==> config.mk <==
export PLATFORM = sky130hd
export DESIGN_NAME = reti_detector
export DESIGN_NICKNAME = d
export VERILOG_FILES = /design/src/rtl/reti_det_pkg.sv /design/src/rtl/reti_rst_sync.sv /design/src/rtl/reti_fetch_strobe.sv /design/src/rtl/reti_seq_match.sv /design/src/rtl/reti_detector.sv
export SDC_FILE = /design/constraint.sdc
export NUM_CORES = 1
export LEC_CHECK = 0
export BUFFER_PORTS_ARGS = -buffer_cell sky130_fd_sc_hd__buf_2
export CAP_MARGIN = 40
export CORE_AREA = 2 2 39 41
export CTS_BUF_LIST = sky130_fd_sc_hd__clkbuf_4 sky130_fd_sc_hd__clkbuf_8
export DETAILED_ROUTE_END_ITERATION = 8
export DIE_AREA = 0 0 41 43
export GPL_TIMING_DRIVEN = 0
export HOLD_SLACK_MARGIN = 0.02
export SLEW_MARGIN = 20
export SYNTH_ARGS = -nofsm -noshare
export SYNTH_HDL_FRONTEND = slang
export SYNTH_SLANG_ARGS = --single-unit
export TNS_END_PERCENT = 20
==> constraint.sdc <==
create_clock -name clk -period 1.14 [get_ports clk]
set_clock_uncertainty 0.15 [all_clocks]
set_input_delay 0.228 -clock clk [delete_from_list [all_inputs] [get_ports clk]]
set_output_delay 0.228 -clock clk [all_outputs]
set_load 0.005 [all_outputs]
==> src/rtl/reti_det_pkg.sv <==
package reti_det_pkg;
  typedef enum logic [1:0] {
    ST_IDLE      = 2'd0,  // nothing matched
    ST_GOT_A     = 2'd1,  // first opcode byte seen
    ST_RF_WAIT_A = 2'd2,  // pair done, repeated first byte awaited
    ST_RF_WAIT_B = 2'd3   // repeated first byte seen, repeated second awaited
  } match_st_e;
endpackage

==> src/rtl/reti_rst_sync.sv <==
module reti_rst_sync #(
  parameter int STAGES = 2
) (
  input  logic clk,
  input  logic rst_n,
  output logic rst_n_sync
);
  logic [STAGES-1:0] chain_q;

  for (genvar g = 0; g < STAGES; g++) begin : g_stage
    always_ff @(posedge clk or negedge rst_n) begin
      if (!rst_n) chain_q[g] <= 1'b0;
      else if (g == 0) chain_q[g] <= 1'b1;
      else chain_q[g] <= chain_q[(g == 0) ? 0 : g-1];
    end
  end

  assign rst_n_sync = chain_q[STAGES-1];
endmodule

==> src/rtl/reti_fetch_strobe.sv <==
module reti_fetch_strobe (
  input  logic clk,
  input  logic rst_n,
  input  logic rd_strobe,
  input  logic mem_req,
  input  logic cpu_fetch,
  input  logic fetch_suppress,
  input  logic refetch_busy,
  output logic fetch_evt,
  output logic tgt_fetch
);
  logic rd_prev_q;
  logic rd_prev_d;
  logic synth_ok;
  logic qual_eff;
  logic rd_rise;

  // qualifier stands in for the processor only while the repeated pair is awaited
  assign synth_ok = refetch_busy & fetch_suppress;
  assign qual_eff = cpu_fetch | synth_ok;
  assign rd_rise  = rd_strobe & ~rd_prev_q;

  always_comb begin
    rd_prev_d = rd_strobe;
    fetch_evt = rd_rise & mem_req & qual_eff;
    tgt_fetch = cpu_fetch | (synth_ok & mem_req & rd_strobe);
  end

  always_ff @(posedge clk or negedge rst_n) begin
    if (!rst_n) rd_prev_q <= 1'b0;
    else        rd_prev_q <= rd_prev_d;
  end
endmodule

==> src/rtl/reti_seq_match.sv <==
module reti_seq_match
  import reti_det_pkg::*;
#(
  parameter int              DATA_W = 8,
  parameter logic [DATA_W-1:0] OP_A = 8'hED,
  parameter logic [DATA_W-1:0] OP_B = 8'h4D
) (
  input  logic              clk,
  input  logic              rst_n,
  input  logic              fetch_evt,
  input  logic [DATA_W-1:0] bus_data,
  input  logic              refetch_mode,
  output logic              reti_ack,
  output logic              refetch_busy
);
  match_st_e st_q, st_d;
  logic      ack_q, ack_d;
  logic      is_a, is_b;

  assign is_a = (bus_data == OP_A);
  assign is_b = (bus_data == OP_B);

  always_comb begin
    st_d  = st_q;
    ack_d = 1'b0;
    if (fetch_evt) begin
      unique case (st_q)
        ST_IDLE: st_d = is_a ? ST_GOT_A : ST_IDLE;
        ST_GOT_A: begin
          if (is_b) begin
            if (refetch_mode) st_d = ST_RF_WAIT_A;
            else begin
              st_d  = ST_IDLE;
              ack_d = 1'b1;
            end
          end else if (is_a) st_d = ST_GOT_A;
          else               st_d = ST_IDLE;
        end
        ST_RF_WAIT_A: st_d = is_a ? ST_RF_WAIT_B : ST_IDLE;
        ST_RF_WAIT_B: begin
          if (is_b) begin
            st_d  = ST_IDLE;
            ack_d = 1'b1;
          end else if (is_a) st_d = ST_GOT_A;
          else               st_d = ST_IDLE;
        end
        default: st_d = ST_IDLE;
      endcase
    end
  end

  always_ff @(posedge clk or negedge rst_n) begin
    if (!rst_n) begin
      st_q  <= ST_IDLE;
      ack_q <= 1'b0;
    end else begin
      st_q  <= st_d;
      ack_q <= ack_d;
    end
  end

  assign reti_ack     = ack_q;
  assign refetch_busy = (st_q == ST_RF_WAIT_A) || (st_q == ST_RF_WAIT_B);
endmodule

==> src/rtl/reti_detector.sv <==
module reti_detector #(
  parameter int                DATA_W      = 8,
  parameter logic [DATA_W-1:0] OP_A        = 8'hED,
  parameter logic [DATA_W-1:0] OP_B        = 8'h4D,
  parameter int                SYNC_STAGES = 2
) (
  input  logic              clk,
  input  logic              rst_n,
  input  logic [DATA_W-1:0] bus_data,
  input  logic              mem_req,
  input  logic              rd_strobe,
  input  logic              cpu_fetch,
  input  logic              fetch_suppress,
  input  logic              refetch_en,
  input  logic              refetch_always,
  output logic              tgt_fetch,
  output logic              reti_ack,
  output logic              refetch_busy
);
  logic core_rst_n;
  logic fetch_evt;
  logic refetch_mode;

  reti_rst_sync #(.STAGES(SYNC_STAGES)) u_rst (
    .clk(clk), .rst_n(rst_n), .rst_n_sync(core_rst_n)
  );

  assign refetch_mode = refetch_en & (refetch_always | fetch_suppress);

  reti_fetch_strobe u_strobe (
    .clk(clk), .rst_n(core_rst_n), .rd_strobe(rd_strobe), .mem_req(mem_req),
    .cpu_fetch(cpu_fetch), .fetch_suppress(fetch_suppress),
    .refetch_busy(refetch_busy), .fetch_evt(fetch_evt), .tgt_fetch(tgt_fetch)
  );

  reti_seq_match #(.DATA_W(DATA_W), .OP_A(OP_A), .OP_B(OP_B)) u_match (
    .clk(clk), .rst_n(core_rst_n), .fetch_evt(fetch_evt), .bus_data(bus_data),
    .refetch_mode(refetch_mode), .reti_ack(reti_ack), .refetch_busy(refetch_busy)
  );
endmodule

==> key figures, run 1 <==
Setup path
  • Crit path launch: u_match.st_q[1]
  • Critical path type: register to output pin
  • R2R cell count: 4
  • WP data arrival: 960 ps
  • Crit Reg-Reg Startpoint: u_match.st_q[1]
  • CP Capture Type: output pin
  • Worst Path Required: 760 ps
  • Max FO, Critical Path: 4
  • Crit path launch type: register

Timing
  • Setup violators final: 3
  • Final Hold Vio Count: 0
  • Fin crit period: 1339 ps
  • WHS: 146.0 ps
  • Max Fclk: 747.0 MHz
  • RSZ-0062 raised after global routing: yes
  • Tcrit/Tclk final: 1.174
  • Final setup margin: -198.7 ps
  • Final setup TNS: -359.4 ps
  • Fin. max-slew vios: 0

Placed design
  • DP HPWL: 577.2 um
  • Pre-CTS WS: -162.1 ps
  • IO buf count: 18
  • Post-DP Area: 414.1 um^2
  • Placed Cells incl. Taps: 60
  • GP Congestion: 0.6937

Detailed routing
  • Final wirelength: 717 um
  • Via count: 283
  • WL/cell: 10.86 um
  • Final ANT Viol Nets: 0
  • Pre-antenna DRT Iters: 1
  • Number of remaining DRC errors: 0
  • Number of vias per cell: 4.288
  • DRT iter0 DRCs: 0

CTS
  • Reg clk slew, reported paths: 50 ps
  • CTS buffer count: 3
  • H-tree lvl count: 1
  • CTS tree: done
  • Max clock buf depth: 2
  • Clk_lat worst skew: 240 ps
  • Num Clock Sinks: 6
  • Root buffer cell: clkbuf_4

Finish
  • Finished Cell Area: 473.0 um^2
  • Finished Core Util: 0.3418
  • Commonest non-fill, non-tap cell in the layout: buf_2
  • # nets final: 68
  • # fillers: 150
  • Layout Cells excl Fill: 66
  • Most frequent cells in the layout: buf_2, dfrtp_1, nand2_1, clkbuf_4, dlygate4sd3_1
  • Layout cells sized above 1: 0.5400
  • Sequential cell area: 150.1 um^2
  • Multi-input logic area: 148.9 um^2
  • Syn-to-layout area delta: 57.50%
  • N_diodes: 0

Run status
  • Failing checks: setup timing
  • Status: complete, but fails checks

Global route
  • Grt total ovfl: 0
  • Initial antenna violation count: 0
  • First-pass GRT wire length: 1179 um
  • Vias in the first global route: 303
  • Largest net degree at the start of global routing: 5
  • GR Util All Layers: 0.1036

Floorplan
  • Die width: 41 um
  • Num ports: 19
  • Initial Util: 0.2170
  • Chip height: 43 um
  • Die area: 1763 um^2
  • Core Rows: 14
  • CORE AREA: 1384 um^2

Power and ir drop
  • Pwr Density: 1049 nW/um^2
  • Pleak: 0.2298 nW
  • Final Power: 496.0 uW
  • Peak VDD IR: 0.4767 mV

Yosys
  • Syn_area_per_cell: 11.55 um^2
  • Distinct cells, synth: 18
  • Syn Nets: 42
  • Mapped cell area: 300.3 um^2
  • Synth Register Bits: 6
  • Yosys top cell area share: 0.5000
  • Register area share after synthesis: 0.5000
  • Post-synthesis cell count: 26
  • Top post-synthesis cells by area: dfrtp_1, nand4b_4, nor3_4
  • Ys Warns: 0
  • Leading area contributor after synthesis: dfrtp_1

Run
  • Max_cap viols: 0

Worst hold path
  • HP Class: primary input to asynchronous set/reset pin
## layer usage
layer | track usage | wire, um | up-vias
met2 | 0.1531 | 344 | 15
met3 | 0.03665 | 78 | 0
li1 | - | - | 139
met4 | 0.08000 | 0 | 0
met5 | 0 | 0 | -
met1 | 0.1133 | 294 | 129
## synthesized netlist by cell type
library cell and n:
nor2_1 1, nor2b_1 1, a21boi_1 1, o22ai_1 1, nand3b_1 1, nor3_4 1
clkbuf_1 1, a21oi_2 1, a41o_1 1, o211ai_1 1, nand2_1 3, nand4b_1 1
o21ai_0 1, conb_1 1, nor4_2 1, dfrtp_1 6, inv_1 2, nand4b_4 1
## critical path, stage by stage (launching register included)
cell and delay [ps]:
dfrtp_1 410, a41o_1 190, buf_2 120
## layout make-up
type | count | share of cell area
Multi-Input combinational cell | 17 | 0.3148
Sequential cell | 6 | 0.3175
Buffer | 1 | 0.007937
Clock buffer | 3 | 0.04762
Tap cell | 16 | 0.04233
Timing Repair Buffer | 21 | 0.2540
Inverter | 2 | 0.01587
## report_power, final
group          internal (mW)  switching (mW)  total, mW
clock network          0.119          0.0755      0.195
registers              0.222         0.00483      0.227
logic                 0.0413          0.0333     0.0746
total                  0.382           0.114      0.496
## kinds of logic (layout without fill, tap and decap cells)
family | count (synthesis) | count (layout) | share of synthesized area
AOI/OAI and AO/OA | 6 | 6 | 0.1500
buffers and inverters | 3 | 27 | 0.03750
other | 1 | 1 | 0.01249
DFF | 6 | 6 | 0.5000
and+or+nand+nor | 10 | 10 | 0.3000
## what timing repair did
action	in CTS	in global routing
gates resized for setup	0	1
buffers inserted	0	0
endpoints found under the hold margin	7	0
pin swaps	2	1
setup endpoints to repair	4	4
hold buffers	3	0
## registers in the layout, indices dropped and copies added (netlist names)
signal / cells
u_match.st_q: 2
u_strobe.rd_prev_q: 1
u_rst.chain_q: 1
u_rst.rst_n_sync: 1
u_match.reti_ack: 1
## worst paths after layout
path                                       to  slack (ps)
min in group clk             u_match.reti_ack         150
hold reg to reg              u_rst.rst_n_sync         200
setup / recovery                    tgt_fetch        -200
setup reg to reg              u_match.st_q[1]         -60
hold / removal               u_rst.chain_q[0]         150
max in group asynchronous  u_strobe.rd_prev_q         220
No activity file was read; power rests on OpenSTA's default activity.
==> run 2, diff against run 1 <==
clock period = 1.71 ns   (was 1.14 ns; I/O delays follow)
==> key figures, run 2 (same netlist as run 1, synthesis figures left out) <==
Power and ir drop
  • Peak VDD IR: 0.3321 mV
  • Pwr Density: 708.8 nW/um^2
  • Final Power: 321.1 uW
  • Pleak: 0.2220 nW

Detailed routing
  • Final ANT Viol Nets: 0
  • Number of remaining DRC errors: 0
  • DRT iter0 DRCs: 4
  • Pre-antenna DRT Iters: 2
  • WL/cell: 8.846 um
  • Number of vias per cell: 4.185
  • Final wirelength: 575 um
  • Via count: 272

Global route
  • Initial antenna violation count: 0
  • Largest net degree at the start of global routing: 5
  • GR Util All Layers: 0.08824
  • First-pass GRT wire length: 1007 um
  • Grt total ovfl: 0
  • Vias in the first global route: 299

Setup path
  • Critical path's largest stage delay: 410 ps
  • R2R setup slack: 470 ps
  • Critical path type: register to output pin
  • Max FO, Critical Path: 4
  • R2R cell count: 4
  • CP cell instances: a41o_1 > buf_2
  • CP Capture Type: output pin
  • Slowest CP cell: dfrtp_1
  • Worst Path Required: 1220 ps
  • Crit path launch: u_match.st_q[1]
  • WP data arrival: 940 ps
  • Crit Reg-Reg Startpoint: u_match.st_q[1]
  • End point of the critical path: tgt_fetch
  • Crit path launch type: register
  • R2R Path End: u_match.st_q[1]

CTS
  • Post-CTS setup buffers: 0
  • H-tree lvl count: 1
  • Clk_lat worst skew: 230 ps
  • Max clock buf depth: 2
  • Root buffer cell: clkbuf_4
  • Num Clock Sinks: 6
  • Post-CTS sizing: 0
  • CTS tree: done
  • Hold-fix buffers at CTS: 2
  • CTS buffer count: 3
  • Reg clk slew, reported paths: 40 ps

Timing
  • Fin crit period: 1434 ps
  • Final setup margin: 275.5 ps
  • RSZ-0062 raised after global routing: no
  • Max Fclk: 697.1 MHz
  • Final setup TNS: 0 ps
  • Setup violators final: 0
  • Fin. max-slew vios: 0
  • Final Hold Vio Count: 0
  • Tcrit/Tclk final: 0.8389

Placed design
  • GP Congestion: 0.5953
  • DP HPWL: 501.4 um
  • IO buf count: 18
  • Pre-CTS WS: 319.5 ps

Floorplan
  • Core Rows: 14
  • Chip height: 43 um
  • Die area: 1763 um^2
  • Initial Util: 0.2170
  • Die width: 41 um
  • Num ports: 19
  • CORE AREA: 1384 um^2

Run
  • Max_cap viols: 0

Worst hold path
  • Hold Path Stages: 1
  • HP Class: primary input to register

Finish
  • Commonest non-fill, non-tap cell in the layout: buf_2
  • Largest register FFs: 2
  • Most frequent cells in the layout: buf_2, dfrtp_1, nand2_1, clkbuf_4
  • Reg with most FFs: u_match.st_q
  • Layout cells sized above 1: 0.5102
  • # nets final: 67
  • # fillers: 147
  • N_diodes: 0
  • Syn-to-layout area delta: 50.83%

Run status
  • Status: finished clean
## run 2: final cells by class
class                   count  area (um^2)  share of cell area
plain buffers               1        3.754            0.008287
clock buffers               3        22.52             0.04972
inverters                   2        7.507             0.01657
multi-input cells          17        138.9              0.3066
flip-flops and latches      6        150.1              0.3315
well taps                  16        20.02             0.04420
repair buffers             20        110.1              0.2431
## run 2: worst min-delay path by stage
stage | startpoint | endpoint | slack, ps
4_1_cts | rd_strobe | u_strobe.rd_prev_q | 90
3_3_place_gp | u_rst.rst_n_sync | u_match.reti_ack | -100
3_5_place_dp | u_rst.rst_n_sync | u_match.reti_ack | -90
2_1_floorplan | u_rst.rst_n_sync | u_match.reti_ack | -110
5_1_grt | rd_strobe | u_strobe.rd_prev_q | 70
6_report | rd_strobe | u_strobe.rd_prev_q | 100
## run 2: metrics by stage
step / std cells / instance area (um^2) / util / hold slack [ps]
floorplan: 26 / 300.3 / - / -109.7
global placement: 60 / 410.4 / 0.2966 / -96.72
detailed placement: 60 / 410.4 / 0.2966 / -93.72
CTS: 65 / 452.9 / 0.3273 / 92.60
global route: 65 / 452.9 / 0.3273 / 74.15
finish: 65 / 452.9 / 0.3273 / 97.14
## run 2: metal layers
metal	GRT usage	vias to the layer above	part of all wire
met3	0.03141	0	0.050
met2	0.1469	5	0.58
met5	0	-	0
met1	0.07309	130	0.37
met4	0.08000	0	0
li1	-	137	-
## run 2: power by group
| group | leakage (nW) | switching (mW) | internal (mW) | total, mW |
|---|---|---|---|---|
| logic | 0.132 | 0.0205 | 0.0253 | 0.0458 |
| clock network | 0.0138 | 0.0449 | 0.0790 | 0.124 |
| registers | 0.0767 | 0.00317 | 0.148 | 0.151 |
## run 2: worst max-delay path, delay by kind of cell, from the launching register on
family / cells / cell delay [ps]
DFF: 1 / 410
AOI/OAI and AO/OA: 1 / 180
buffers and inverters: 1 / 120
==> run 3, diff against run 2 <==
ABC_AREA = 1   (was not set)
clock period = 1.16 ns   (was 1.71 ns; I/O delays follow)
==> key figures, run 3 <==
Setup path
  • Crit path launch: u_match.st_q[1]
  • Worst Path Required: 780 ps
  • CP cell instances: nand2_2 > o21ai_2 > buf_2
  • Critical path type: register to output pin
  • Crit Reg-Reg Startpoint: u_match.st_q[1]
  • WP data arrival: 910 ps
  • Max FO, Critical Path: 3
  • Crit path launch type: register
  • Slowest CP cell: dfrtp_1
  • CP Capture Type: output pin
  • Critical path's largest stage delay: 370 ps

Timing
  • Fin. max-slew vios: 0
  • Final setup margin: -135.0 ps
  • Final Hold Vio Count: 0
  • Fin crit period: 1295 ps
  • RSZ-0062 raised after global routing: yes
  • Tcrit/Tclk final: 1.116
  • Max Fclk: 772.2 MHz
  • Setup violators final: 2
  • Final setup TNS: -199.5 ps
  • WHS: 141.8 ps

Yosys
  • Async SR Flop Fraction: 1.000
  • Yosys top cell area share: 0.4706
  • Count leader, synth: nand2_1
  • Register area share after synthesis: 0.4706
  • Post-synth EDFFs: 0
  • Mapped cell area: 319.1 um^2
  • Syn_area_per_cell: 7.251 um^2
  • Post-synthesis cell count: 44
  • Top post-synthesis cells by area: dfrtp_1, nand2_1, inv_1
  • Ys Warns: 0
  • Synth cell count leaders: nand2_1, inv_1, dfrtp_1, nor2_1
  • Distinct cells, synth: 13
  • Leading area contributor after synthesis: dfrtp_1
  • Synth Register Bits: 6
  • Top FF cell, synth: dfrtp_1
  • Syn Nets: 60

Run
  • Max_cap viols: 0

Global route
  • Grt met1 use: 0.1013
  • First-pass GRT wire length: 1152 um
  • Initial antenna violation count: 0
  • GR Util All Layers: 0.09687
  • M2 GR Usage: 0.1563
  • Largest net degree at the start of global routing: 5
  • Grt total ovfl: 0
  • Vias in the first global route: 333
  • M3 GR Usage: 0.04712
  • Most Crowded Layer GR: met2

Detailed routing
  • Via count: 340
  • Pre-antenna DRT Iters: 3
  • DRT iter0 DRCs: 2
  • Final wirelength: 625 um
  • Final ANT Viol Nets: 0
  • WL/cell: 7.440 um
  • Number of vias per cell: 4.048
  • Number of remaining DRC errors: 0

Floorplan
  • CORE AREA: 1384 um^2
  • Die area: 1763 um^2
  • Num ports: 19
  • Chip height: 43 um
  • Die width: 41 um
  • Initial Util: 0.2306
  • Core Rows: 14

CTS
  • Clk_lat worst skew: 240 ps
  • Max clock buf depth: 2
  • H-tree lvl count: 1
  • Num Clock Sinks: 6
  • Reg clk slew, reported paths: 50 ps
  • Post-CTS setup buffers: 0
  • Root buffer cell: clkbuf_4
  • CTS buffer count: 3
  • CTS tree: done

Finish
  • N_diodes: 0
  • Most frequent cells in the layout: buf_2, nand2_1, inv_1, dfrtp_1, nor2_1
  • Sequential cell area: 150.1 um^2
  • # fillers: 162
  • Layout cells sized above 1: 0.3824
  • Largest register FFs: 2
  • Commonest non-fill, non-tap cell in the layout: buf_2
  • Multi-input logic area: 137.6 um^2
  • Syn-to-layout area delta: 52.94%
  • Reg with most FFs: u_match.st_q
  • # nets final: 86

Placed design
  • DP HPWL: 517.8 um
  • Pre-CTS WS: 71.37 ps
  • IO buf count: 18
  • GP Congestion: 0.6880

Power and ir drop
  • Internal: 392.8 uW
  • Peak VDD IR: 0.4838 mV
  • Logic gate share of total power: 0.189
  • Pleak: 0.2647 nW
  • Flop pwr share: 0.444
  • Clk pwr share: 0.366
  • Pwr Density: 1080 nW/um^2
  • NetSw: 134.1 uW
  • Final Power: 526.8 uW
  • Sw frac: 0.2545

Run status
  • Failing checks: setup timing
  • Status: complete, but fails checks

Worst hold path
  • Hold Crit Start: refetch_en
  • HP Class: primary input to register
run 3: cell count changes after synthesis, sizes merged, moves of 2 or more:
| cell | before | now |
|---|---|---|
| inv | 2 | 9 |
| nand3 | 0 | 2 |
| nand4b | 2 | 0 |
| nor2 | 1 | 7 |
| nand2 | 3 | 13 |
| nand4 | 0 | 2 |
run 3: metal layers:
layer	up-vias	wire (um)
met2	8	343
li1	179	-
met5	-	0
met4	0	0
met3	0	46
met1	153	236
run 3: final cells by class:
class | instances | share of cell area
clock buffers | 3 | 0.04615
flip-flops and latches | 6 | 0.3077
repair buffers | 21 | 0.2462
inverters | 9 | 0.06923
multi-input cells | 28 | 0.2821
well taps | 16 | 0.04103
plain buffers | 1 | 0.007692
run 3: power groups by stage:
stage	Clock [mW]	Combinational [mW]	Sequential, mW
after floorplan	0	0.0449	0.236
after global placement	0	0.0851	0.238
after detailed placement	0	0.0871	0.239
after CTS	0.201	0.0985	0.233
after global routing	0.218	0.117	0.236
final	0.193	0.0997	0.234
run 3: timing repair:
item | CTS | global route
gates resized for setup | 1 | 2
pin swaps | 2 | 2
gates cloned | 0 | 0
endpoints found under the hold margin | 7 | 0
hold buffers | 3 | 0
setup endpoints to repair | 2 | 3
run 3: final timing paths:
kind,end,slack (ps),cells past startpoint
worst max register to register,u_match.st_q[1],70,8
worst max-delay path,tgt_fetch,-130,3
min in group asynchronous,u_rst.rst_n_sync,150,2
worst min register to register,u_rst.rst_n_sync,200,0
worst min-delay path,u_match.reti_ack,140,4
max in group asynchronous,u_strobe.rd_prev_q,250,1
run 3: cells by family after synthesis:
group                  count (synthesis)  share of synthesized area
AO/OA/AOI/OAI                          2                    0.03137
buffers and inverters                 10                     0.1176
flip-flops                             6                     0.4706
other                                  1                    0.01175
AND/OR/NAND/NOR                       25                     0.3687
run 3: worst max-delay path, delay by kind of cell (launching register included):
kind                   cells  cell delay (ps)
and+or+nand+nor            1               70
buffers and inverters      1              110
DFF                        1              370
AOI/OAI and AO/OA          1              120
run 3: metrics by stage:
stage,instances,area (um^2),utilization
floorplan,44,319.1,-
global placement,78,429.2,0.3101
detailed placement,78,429.2,0.3101
CTS,84,481.7,0.3481
global route,84,488.0,0.3526
finish,84,488.0,0.3526
